===== src/rtl/cfg_i2c_pkg.sv =====
package cfg_i2c_pkg;

  localparam int unsigned DW  = 8;
  localparam int unsigned NRW = 8;

  localparam int unsigned CTRL_K = 0;
  localparam int unsigned AMP_K  = 3;
  localparam int unsigned LVL_K  = 5;
  localparam int unsigned CLK_OFF_BIT = 5;

  typedef enum logic [3:0] {
    ST_IDLE,
    ST_DEV,
    ST_DEV_ACK,
    ST_REG,
    ST_REG_ACK,
    ST_WDAT,
    ST_WDAT_ACK,
    ST_RDAT,
    ST_RDAT_ACK,
    ST_WAIT
  } link_state_t;

  // bus index of the k-th writable register
  function automatic logic [DW-1:0] rw_addr(input int unsigned k);
    case (k)
      0:       return 8'd0;
      1:       return 8'd1;
      2:       return 8'd2;
      3:       return 8'd3;
      4:       return 8'd7;
      5:       return 8'd11;
      6:       return 8'd12;
      default: return 8'd13;
    endcase
  endfunction

endpackage


===== src/rtl/cfg_i2c_deglitch.sv =====
module cfg_i2c_deglitch #(
  parameter int unsigned SYNC = 2,
  parameter int unsigned FILT = 3
) (
  input  logic clk,
  input  logic rst,
  input  logic din,
  output logic dout
);

  logic [SYNC-1:0] sync_q;
  logic [FILT-1:0] hist_q;

  always_ff @(posedge clk) begin
    if (rst) begin
      sync_q <= '1;
      hist_q <= '1;
      dout   <= 1'b1;
    end else begin
      sync_q <= {sync_q[SYNC-2:0], din};
      hist_q <= {hist_q[FILT-2:0], sync_q[SYNC-1]};
      if (&hist_q)
        dout <= 1'b1;
      else if (~|hist_q)
        dout <= 1'b0;
    end
  end

endmodule


===== src/rtl/cfg_i2c_link.sv =====
module cfg_i2c_link
  import cfg_i2c_pkg::*;
#(
  parameter logic [6:0] DEV_ADDR = 7'b1000100
) (
  input  logic          clk,
  input  logic          rst,
  input  logic          scl,
  input  logic          sda,
  input  logic          hold,
  input  logic [DW-1:0] rd_data,
  output logic          sda_oe,
  output logic          wr_stb,
  output logic [DW-1:0] wr_data,
  output logic [DW-1:0] ptr,
  output logic          idle
);

  localparam int unsigned CW = $clog2(DW + 1);
  localparam logic [CW-1:0] LAST = CW'(DW);

  link_state_t   state_q;
  logic          scl_q, sda_q;
  logic [CW-1:0] cnt_q;
  logic [DW-1:0] rx_q;
  logic [DW-1:0] tx_q;
  logic          rw_q;

  logic scl_r, scl_f, start_c, stop_c;

  always_ff @(posedge clk) begin
    if (rst) begin
      scl_q <= 1'b1;
      sda_q <= 1'b1;
    end else begin
      scl_q <= scl;
      sda_q <= sda;
    end
  end

  assign scl_r   = ~hold &  scl & ~scl_q;
  assign scl_f   = ~hold & ~scl &  scl_q;
  assign start_c = ~hold &  scl &  scl_q &  sda_q & ~sda;
  assign stop_c  = ~hold &  scl &  scl_q & ~sda_q &  sda;

  always_ff @(posedge clk) begin
    if (rst) begin
      state_q <= ST_IDLE;
      cnt_q   <= '0;
      rx_q    <= '0;
      tx_q    <= '0;
      rw_q    <= 1'b0;
      ptr     <= '0;
      sda_oe  <= 1'b0;
      wr_stb  <= 1'b0;
      wr_data <= '0;
    end else begin
      wr_stb <= 1'b0;
      if (stop_c) begin
        state_q <= ST_IDLE;
        sda_oe  <= 1'b0;
      end else if (start_c) begin
        state_q <= ST_DEV;
        cnt_q   <= '0;
        sda_oe  <= 1'b0;
      end else begin
        case (state_q)
          ST_DEV, ST_REG, ST_WDAT: begin
            if (scl_r) begin
              rx_q  <= {rx_q[DW-2:0], sda};
              cnt_q <= cnt_q + 1'b1;
            end else if (scl_f && cnt_q == LAST) begin
              cnt_q <= '0;
              case (state_q)
                ST_DEV: begin
                  if (rx_q[DW-1:1] == DEV_ADDR) begin
                    sda_oe  <= 1'b1;
                    rw_q    <= rx_q[0];
                    state_q <= ST_DEV_ACK;
                  end else begin
                    state_q <= ST_WAIT;
                  end
                end
                ST_REG: begin
                  ptr     <= rx_q;
                  sda_oe  <= 1'b1;
                  state_q <= ST_REG_ACK;
                end
                default: begin
                  wr_stb  <= 1'b1;
                  wr_data <= rx_q;
                  sda_oe  <= 1'b1;
                  state_q <= ST_WDAT_ACK;
                end
              endcase
            end
          end
          ST_DEV_ACK: begin
            if (scl_f) begin
              if (rw_q) begin
                sda_oe  <= ~rd_data[DW-1];
                tx_q    <= {rd_data[DW-2:0], 1'b0};
                state_q <= ST_RDAT;
              end else begin
                sda_oe  <= 1'b0;
                state_q <= ST_REG;
              end
            end
          end
          ST_REG_ACK: begin
            if (scl_f) begin
              sda_oe  <= 1'b0;
              state_q <= ST_WDAT;
            end
          end
          ST_WDAT_ACK: begin
            if (scl_f) begin
              sda_oe  <= 1'b0;
              state_q <= ST_WAIT;
            end
          end
          ST_RDAT: begin
            if (scl_r) begin
              cnt_q <= cnt_q + 1'b1;
            end else if (scl_f) begin
              if (cnt_q == LAST) begin
                sda_oe  <= 1'b0;
                cnt_q   <= '0;
                state_q <= ST_RDAT_ACK;
              end else begin
                sda_oe <= ~tx_q[DW-1];
                tx_q   <= {tx_q[DW-2:0], 1'b0};
              end
            end
          end
          ST_RDAT_ACK: begin
            if (scl_f) state_q <= ST_WAIT;
          end
          default: ;
        endcase
      end
    end
  end

  assign idle = (state_q == ST_IDLE);

endmodule


===== src/rtl/cfg_i2c_regs.sv =====
module cfg_i2c_regs
  import cfg_i2c_pkg::*;
#(
  parameter logic [DW-1:0] AMP_RST     = 8'h02,
  parameter logic [6:0]    DEF_LEVEL   = 7'h40,
  parameter logic [DW-1:0] STATUS_ADDR = 8'd15
) (
  input  logic                    clk,
  input  logic                    rst,
  input  logic                    wr_stb,
  input  logic [DW-1:0]           wr_addr,
  input  logic [DW-1:0]           wr_data,
  input  logic [DW-1:0]           rd_addr,
  output logic [DW-1:0]           rd_data,
  output logic [NRW-1:0][DW-1:0]  cfg_o,
  output logic [6:0]              sel_level
);

  for (genvar k = 0; k < NRW; k++) begin : g_cfg
    localparam logic [DW-1:0] RST_V   = (k == AMP_K) ? AMP_RST : '0;
    localparam logic [DW-1:0] MY_ADDR = rw_addr(k);
    logic [DW-1:0] q;
    always_ff @(posedge clk) begin
      if (rst)
        q <= RST_V;
      else if (wr_stb && wr_addr == MY_ADDR)
        q <= wr_data;
    end
    assign cfg_o[k] = q;
  end

  assign sel_level = cfg_o[LVL_K][DW-1] ? cfg_o[LVL_K][6:0] : DEF_LEVEL;

  always_comb begin
    rd_data = '0;
    if (rd_addr == STATUS_ADDR)
      rd_data = {1'b0, sel_level};
    for (int k = 0; k < NRW; k++) begin
      if (rd_addr == rw_addr(k))
        rd_data = cfg_o[k];
    end
  end

endmodule


===== src/rtl/cfg_i2c_slave.sv =====
module cfg_i2c_slave
  import cfg_i2c_pkg::*;
#(
  parameter logic [6:0]    DEV_ADDR    = 7'b1000100,
  parameter int unsigned   SYNC_STAGES = 2,
  parameter int unsigned   FILT_LEN    = 3,
  parameter logic [DW-1:0] AMP_RST     = 8'h02,
  parameter logic [6:0]    DEF_LEVEL   = 7'h40
) (
  input  logic       clk,
  input  logic       rst,
  input  logic       scl_i,
  input  logic       sda_i,
  input  logic       dis_i,
  output logic       sda_oe,
  output logic [7:0] ctrl_o,
  output logic [7:0] thresh_o,
  output logic [7:0] xpoint_o,
  output logic [7:0] ampl_o,
  output logic [7:0] rxopt_o,
  output logic [7:0] lvl_o,
  output logic [7:0] mask_fall_o,
  output logic [7:0] mask_rise_o,
  output logic [6:0] level_o
);

  logic [1:0] raw_w, flt_w;
  assign raw_w = {scl_i, sda_i};

  for (genvar g = 0; g < 2; g++) begin : g_line
    cfg_i2c_deglitch #(
      .SYNC (SYNC_STAGES),
      .FILT (FILT_LEN)
    ) u_dg (
      .clk  (clk),
      .rst  (rst),
      .din  (raw_w[g]),
      .dout (flt_w[g])
    );
  end

  logic [1:0] dis_q;
  always_ff @(posedge clk) begin
    if (rst) dis_q <= '0;
    else     dis_q <= {dis_q[0], dis_i};
  end

  logic [NRW-1:0][DW-1:0] cfg_w;
  logic          ck_hold;
  logic          wr_stb, link_idle;
  logic [DW-1:0] wr_data, ptr, rd_data;
  logic [6:0]    sel_level;

  assign ck_hold = cfg_w[CTRL_K][CLK_OFF_BIT] & dis_q[1];

  cfg_i2c_link #(
    .DEV_ADDR (DEV_ADDR)
  ) u_link (
    .clk     (clk),
    .rst     (rst),
    .scl     (flt_w[1]),
    .sda     (flt_w[0]),
    .hold    (ck_hold),
    .rd_data (rd_data),
    .sda_oe  (sda_oe),
    .wr_stb  (wr_stb),
    .wr_data (wr_data),
    .ptr     (ptr),
    .idle    (link_idle)
  );

  cfg_i2c_regs #(
    .AMP_RST   (AMP_RST),
    .DEF_LEVEL (DEF_LEVEL)
  ) u_regs (
    .clk       (clk),
    .rst       (rst),
    .wr_stb    (wr_stb),
    .wr_addr   (ptr),
    .wr_data   (wr_data),
    .rd_addr   (ptr),
    .rd_data   (rd_data),
    .cfg_o     (cfg_w),
    .sel_level (sel_level)
  );

  assign ctrl_o      = cfg_w[0];
  assign thresh_o    = cfg_w[1];
  assign xpoint_o    = cfg_w[2];
  assign ampl_o      = cfg_w[3];
  assign rxopt_o     = cfg_w[4];
  assign lvl_o       = cfg_w[5];
  assign mask_fall_o = cfg_w[6];
  assign mask_rise_o = cfg_w[7];
  assign level_o     = sel_level;

endmodule


===== config.mk =====
export PLATFORM = sky130hd
export DESIGN_NAME = cfg_i2c_slave
export DESIGN_NICKNAME = d
export VERILOG_FILES = /design/src/rtl/cfg_i2c_pkg.sv /design/src/rtl/cfg_i2c_deglitch.sv /design/src/rtl/cfg_i2c_link.sv /design/src/rtl/cfg_i2c_regs.sv /design/src/rtl/cfg_i2c_slave.sv
export SDC_FILE = /design/constraint.sdc
export NUM_CORES = 1
export LEC_CHECK = 0
export BUFFER_PORTS_ARGS = -buffer_cell sky130_fd_sc_hd__buf_2
export CORE_ASPECT_RATIO = 1.4
export CORE_MARGIN = 8
export CORE_UTILIZATION = 52
export DETAILED_ROUTE_END_ITERATION = 6
export PLACE_DENSITY = 0.87
export RECOVER_POWER = 50
export SLEW_MARGIN = 15
export SYNTH_ARGS = -nofsm -noshare
export SYNTH_HDL_FRONTEND = slang
export SYNTH_HIERARCHICAL = 1
export SYNTH_SLANG_ARGS = --single-unit

===== constraint.sdc =====
create_clock -name clk -period 2.2 [get_ports clk]
set_clock_uncertainty 0.05 [all_clocks]
set_input_delay 0.22 -clock clk [delete_from_list [all_inputs] [get_ports clk]]
set_output_delay 0.22 -clock clk [all_outputs]
set_load 0.02 [all_outputs]

-- Word level (Yosys, flattened, before mapping)
Cells that the tools add are included.
- $add $sub $neg: 1
- $mul: 0
- divide/modulo/power cells: 0
- $lt $le $gt $ge: 0
- equality and inequality tests: 41
- shift-type cells: 0
- mux-type cells: 48
- bitwise operators: 23
- reductions and logical operators: 37
- operators by type and width (cell ; number):
    $mux W8 ; 13
    $mux W4 ; 15
    $eq A8 B4 Y1 const B ; 4
    $pmux W4 S5 ; 1
    $ne A3 B1 Y1 const B ; 6
    $reduce_and A9 Y1 ; 2
    $eq A4 B3 Y1 const B ; 4
    $eq A8 B2 Y1 const B ; 2
    $ne A2 B1 Y1 const B ; 8
    $pmux W4 S2 ; 2
    $pmux W8 S2 ; 1
    $reduce_and A8 Y1 ; 2
    $mux W7 ; 2
    $not A1 Y1 ; 13
    $mux W1 ; 12
    $ne A4 B1 Y1 const B ; 3
    $reduce_and A6 Y1 ; 2
    $reduce_or A2 Y1 ; 6
    $reduce_or A3 Y1 ; 4
    $and A1 B1 Y1 ; 10
    $logic_and A1 B1 Y1 ; 9
    $eq A4 B2 Y1 const B ; 2
    $eq A4 B4 Y1 const B ; 2
    $eq A8 B1 Y1 const B ; 1
    other kinds (20) ; 24
- bits in registers: 123
- latch bits: 0
- bits in writable memories: 0
- bits in read-only memories: 0
- output and inout port bits: 72
- word-level logic and storage cells: 177
- memories kept: 0

-- Longest topological paths before layout
- word-level depth: 14
- depth in mapped cells: 11
- gate-level depth less buffers: 9

-- Hierarchy
Netlist, hierarchy kept.
- modules (own cells, without submodules) (module ; times used ; cells an instance ; area each (µm²)):
    cfg_i2c_regs ; 1 ; 361 ; 3188.1
    cfg_i2c_link ; 1 ; 230 ; 2178.3
    cfg_i2c_deglitch ; 2 ; 15 ; 170.2
    cfg_i2c_slave ; 1 ; 5 ; 58.8

-- Worst setup path before layout
OpenSTA, ideal clock, no wires.
- path type: reg2reg
- start: reg u_link.ptr[1]
- end: reg u_link.sda_oe
- setup time: 0.114 ns
- arrival: 2.018 ns
- data required time: 2.036 ns
- setup slack: 0.017 ns
- stages on the path, launching flop included: 12
- path buffers: 2
- clock period less this slack: 2.183 ns
- cell sequence: dfxtp_1 clkbuf_1 clkbuf_1 o21ai_0 a211oi_1 o2111ai_1 o21ai_0 nor2b_1 o22ai_1 o311ai_0 mux2i_1 nor2_1
- longest elaborated chain between the ends: 13
- elaborated cells on any way between the ends: 20
- those cells by class: eq/ne: 7; mux: 11; bitwise: 1; reduce/logical: 1
- RTL lines (what ; line ; text):
    start: declaration ; cfg_i2c_link.sv:15 ; output logic [DW-1:0] ptr,
    start signal: assignment ; cfg_i2c_link.sv:85 ; ptr <= rx_q;
    $logic_not A8 Y1 ; cfg_i2c_regs.sv:39 ; if (rd_addr == rw_addr(k))
    $mux W8 (7 in a row) ; cfg_i2c_regs.sv:39 ;
    $mux W8 * ; cfg_i2c_regs.sv:39 ;
    net rd_data[7] ; cfg_i2c_slave.sv:51 ; logic [DW-1:0] wr_data, ptr, rd_data;
    $not A1 Y1 * ; cfg_i2c_link.sv:101 ; sda_oe <= ~rd_data[DW-1];
    $mux W1 * ; cfg_i2c_link.sv:100 ; if (rw_q) begin
    $mux W1 * ; cfg_i2c_link.sv:99 ; if (scl_f) begin
    $pmux W1 S4 * ; cfg_i2c_link.sv:67 ; case (state_q)
    end signal: assignment ; cfg_i2c_link.sv:101 ;
    end signal: assignment ; cfg_i2c_link.sv:131 ; sda_oe <= ~tx_q[DW-1];
    end: declaration ; cfg_i2c_link.sv:12 ; output logic sda_oe,
Mark *: on every way through the listed nets, which the timed path passes. The rest lies on a longest branch. The select of a mux whose other input is x is not followed.
A chain may end at the register's enable or synchronous reset.

-- Final worst setup path
- start: reg u_link.ptr[4]
- end: reg u_regs.g_cfg[7].q[2]
- longest elaborated chain between the ends: 2
- RTL lines (what ; line ; text):
    $eq A8 B4 Y1 ; cfg_i2c_regs.sv:26 ; else if (wr_stb && wr_addr == MY_ADDR)
    $logic_and A1 B1 Y1 ; cfg_i2c_regs.sv:26 ;
    end signal: assignment ; cfg_i2c_regs.sv:27 ; q <= wr_data;
    end: declaration ; cfg_i2c_regs.sv:22 ; logic [DW-1:0] q;
Every way passes these cells.

==> impl_results.md <==
- Port bufs: 76
- Ports: 77
- Synthesized area: 0.00576 mm²
- Net Count, Synth: 632
- Die width: 105 µm
- Hold WC Path Type: input pin to register
- Critical path's top delay family: simple AND/OR/NAND/NOR gates
- CP peak stage delay: 0.61 ns
- H-tree lvl count: 4
- Rel. slew slack: 0.630
- Static Leak: 0.00292 µW
- Net Sw Power: 1340 µW
- Critical path capture point type: register
- Area delta synth->final: 21.6%
- Worst setup margin: 0.0405 ns
- CTS buffer count: 17
- Register share of total power: 0.410
- Gr usage total: 0.230
- Worst Setup Path Type: register to register
- Post-Syn Instances: 625
- Avg Inst Size Synth: 9.21 µm²
- Internal: 4320 µW
- Largest net degree at the start of global routing: 117
- CP max FO: 8
- Period minus WS final: 2.16 ns
- Yosys warnings: 6
- Max-slew violation count: 0
- Final HPWL DP: 11.6 mm
- Clk slew on worst S/H paths: 0.05 ns
- Nets: 723
- Total negative slack: 0 ns
- Max-Cap Viols: 0
- Combinational power share: 0.081
- Drt drc: 0
- PwrDens: 809 mW/mm²
- Vias in the first global route: 5257
- First-pass GRT wire length: 27.3 mm
- CTS tree: yes
- DR vias/cell: 6.06
- DR WL/cell: 20.2 µm
- CP Data Arrival Time: 2.39 ns
- Remaining antenna violation count: 0
- Layout cells sized above 1: 0.159
- Outcome: finished clean
- Drt total wl: 17.5 mm
- Root buffer cell: clkbuf_16
- Slowest cell on crit path: or4b_4
- Worst path cell trace: or4b_4, or4_1, buf_4, mux2i_1, nor2_1
- Rows: 45
- Tcrit/Tclk final: 0.982
- Core area: 0.0108 mm²
- Initial core utilization: 0.533
- Max clock buf depth: 2
- Chip Height: 141 µm
- Die area: 0.0147 mm²
- Hold WS: 0.0561 ns
- Drt pass-1 iters: 5
- Initial antenna violation count: 0
- Worst Tran Pin Value: 0.542 ns
- Clk_lat worst skew: 0.42 ns
- Place WS: 0.00547 ns
- DRT iter0 DRCs: 431
- Startpoint Class: register
- Gr ovfl total: 0
- Switching Share: 0.237
- Max Freq: 463 MHz
- Vias: 5273
- Buffers and inverters on the worst path: 1
- Clock power frac: 0.508
- Clock Sinks: 122
- Diodes inserted: 0
- Maximum vdd ir drop: 0.629 mV
- GP Congestion: 0.940
- Hold Vio Cnt, Final: 0
- # setup viols final: 0
- CP Data Required Time: 2.43 ns
-- what timing repair did --
action                                 in CTS  in global routing
pin swaps                                   1                  0
buffers inserted                            0                  0
gates resized for setup                     3                 14
endpoints found under the hold margin       3                  0
hold buffers                                3                  0
setup endpoints to repair                   4                 14
-- registers in the layout (all words and copies together) (netlist names) --
| name | flops |
|---|---|
| u_link/cnt_q | 4 |
| u_link/wr_stb | 1 |
| u_link/rw_q | 1 |
| dis_q | 2 |
| u_link/ptr | 8 |
| g_line.u_dg/sync_q | 4 |
| u_link/sda_q | 1 |
| u_link/rx_q | 8 |
| u_link/sda_oe | 1 |
| u_link/scl_q | 1 |
| g_line.u_dg/dout | 2 |
| g_line.u_dg/hist_q | 6 |
| u_regs/g_cfg.q | 64 |
| u_link/tx_q | 7 |
| u_link/state_q | 4 |
| u_link/wr_data | 8 |
-- power groups by stage --
stage / Sequential [µW] / Clock [µW] / Combinational (µW)
6_report: 2320 / 2880 / 461
5_1_grt: 2330 / 3020 / 504
4_1_cts: 2320 / 2900 / 449
3_5_place_dp: 2360 / 0 / 434
3_3_place_gp: 2360 / 0 / 416
2_1_floorplan: 2310 / 0 / 400
-- worst paths after layout --
check,cells past startpoint,start,end,slack [ns]
min,3,rst,u_link/state_q[0]$_SDFFE_PP0P_,0.06
min reg2reg,1,g_line[1].u_dg/sync_q[1]$_SDFF_PP1_,g_line[1].u_dg/hist_q[0]$_SDFF_PP1_,0.36
max,5,u_link/ptr[4]$_SDFFE_PP0P_,u_regs/g_cfg[7].q[2]$_SDFFE_PP0P_,0.04
max reg2reg,5,u_link/ptr[4]$_SDFFE_PP0P_,u_regs/g_cfg[7].q[2]$_SDFFE_PP0P_,0.04
-- worst register-to-register path: stages, from the launching register on --
cell,delay [ns]
dfxtp_1,0.34
or4b_4,0.61
or4_1,0.48
buf_4,0.21
mux2i_1,0.24
nor2_1,0.09
-- metrics by stage --
step	util	total power (µW)	instance area [µm²]	std cells
2_1_floorplan	-	2710	5760	625
3_3_place_gp	0.592	2780	6400	835
3_5_place_dp	0.592	2800	6400	835
4_1_cts	0.652	5670	7050	870
5_1_grt	0.648	5850	7000	870
6_report	0.648	5660	7000	870
-- routing by layer --
| metal | wire length, µm | up-vias | GRT usage |
|---|---|---|---|
| li1 | - | 2378 | - |
| met1 | 6180 | 2491 | 0.236 |
| met2 | 8920 | 332 | 0.402 |
| met3 | 1630 | 72 | 0.0744 |
| met4 | 810 | 0 | 0.133 |
| met5 | 0 | - | 0 |
-- cells in the final DEF (no fill, tap or decap), drive strengths merged, types with 4 or more instances in the layout --
master and instances:
a211oi 5, a21oi 23, a221oi 6, a32oi 5
and2 11, buf 40, bufinv 4, clkbuf 93
clkinv 6, dfxtp 122, inv 18, mux2 6
mux2i 105, nand2 17, nand2b 8, nand3 6
nand3b 4, nor2 123, nor2b 10, nor3 11
nor4 5, o21ai 17, o22ai 6, or2 12
or4 4
-- layout make-up --
| class | instances | area (µm²) |
|---|---|---|
| Sequential cell | 122 | 2450 |
| Fill cell | 850 | 3810 |
| Multi-Input combinational cell | 440 | 3080 |
| Timing Repair Buffer | 117 | 621 |
| Clock buffer | 19 | 433 |
| Tap cell | 141 | 176 |
| Clock inverter | 13 | 176 |
| Inverter | 18 | 67.6 |
No activity file was read; power rests on OpenSTA's default activity.
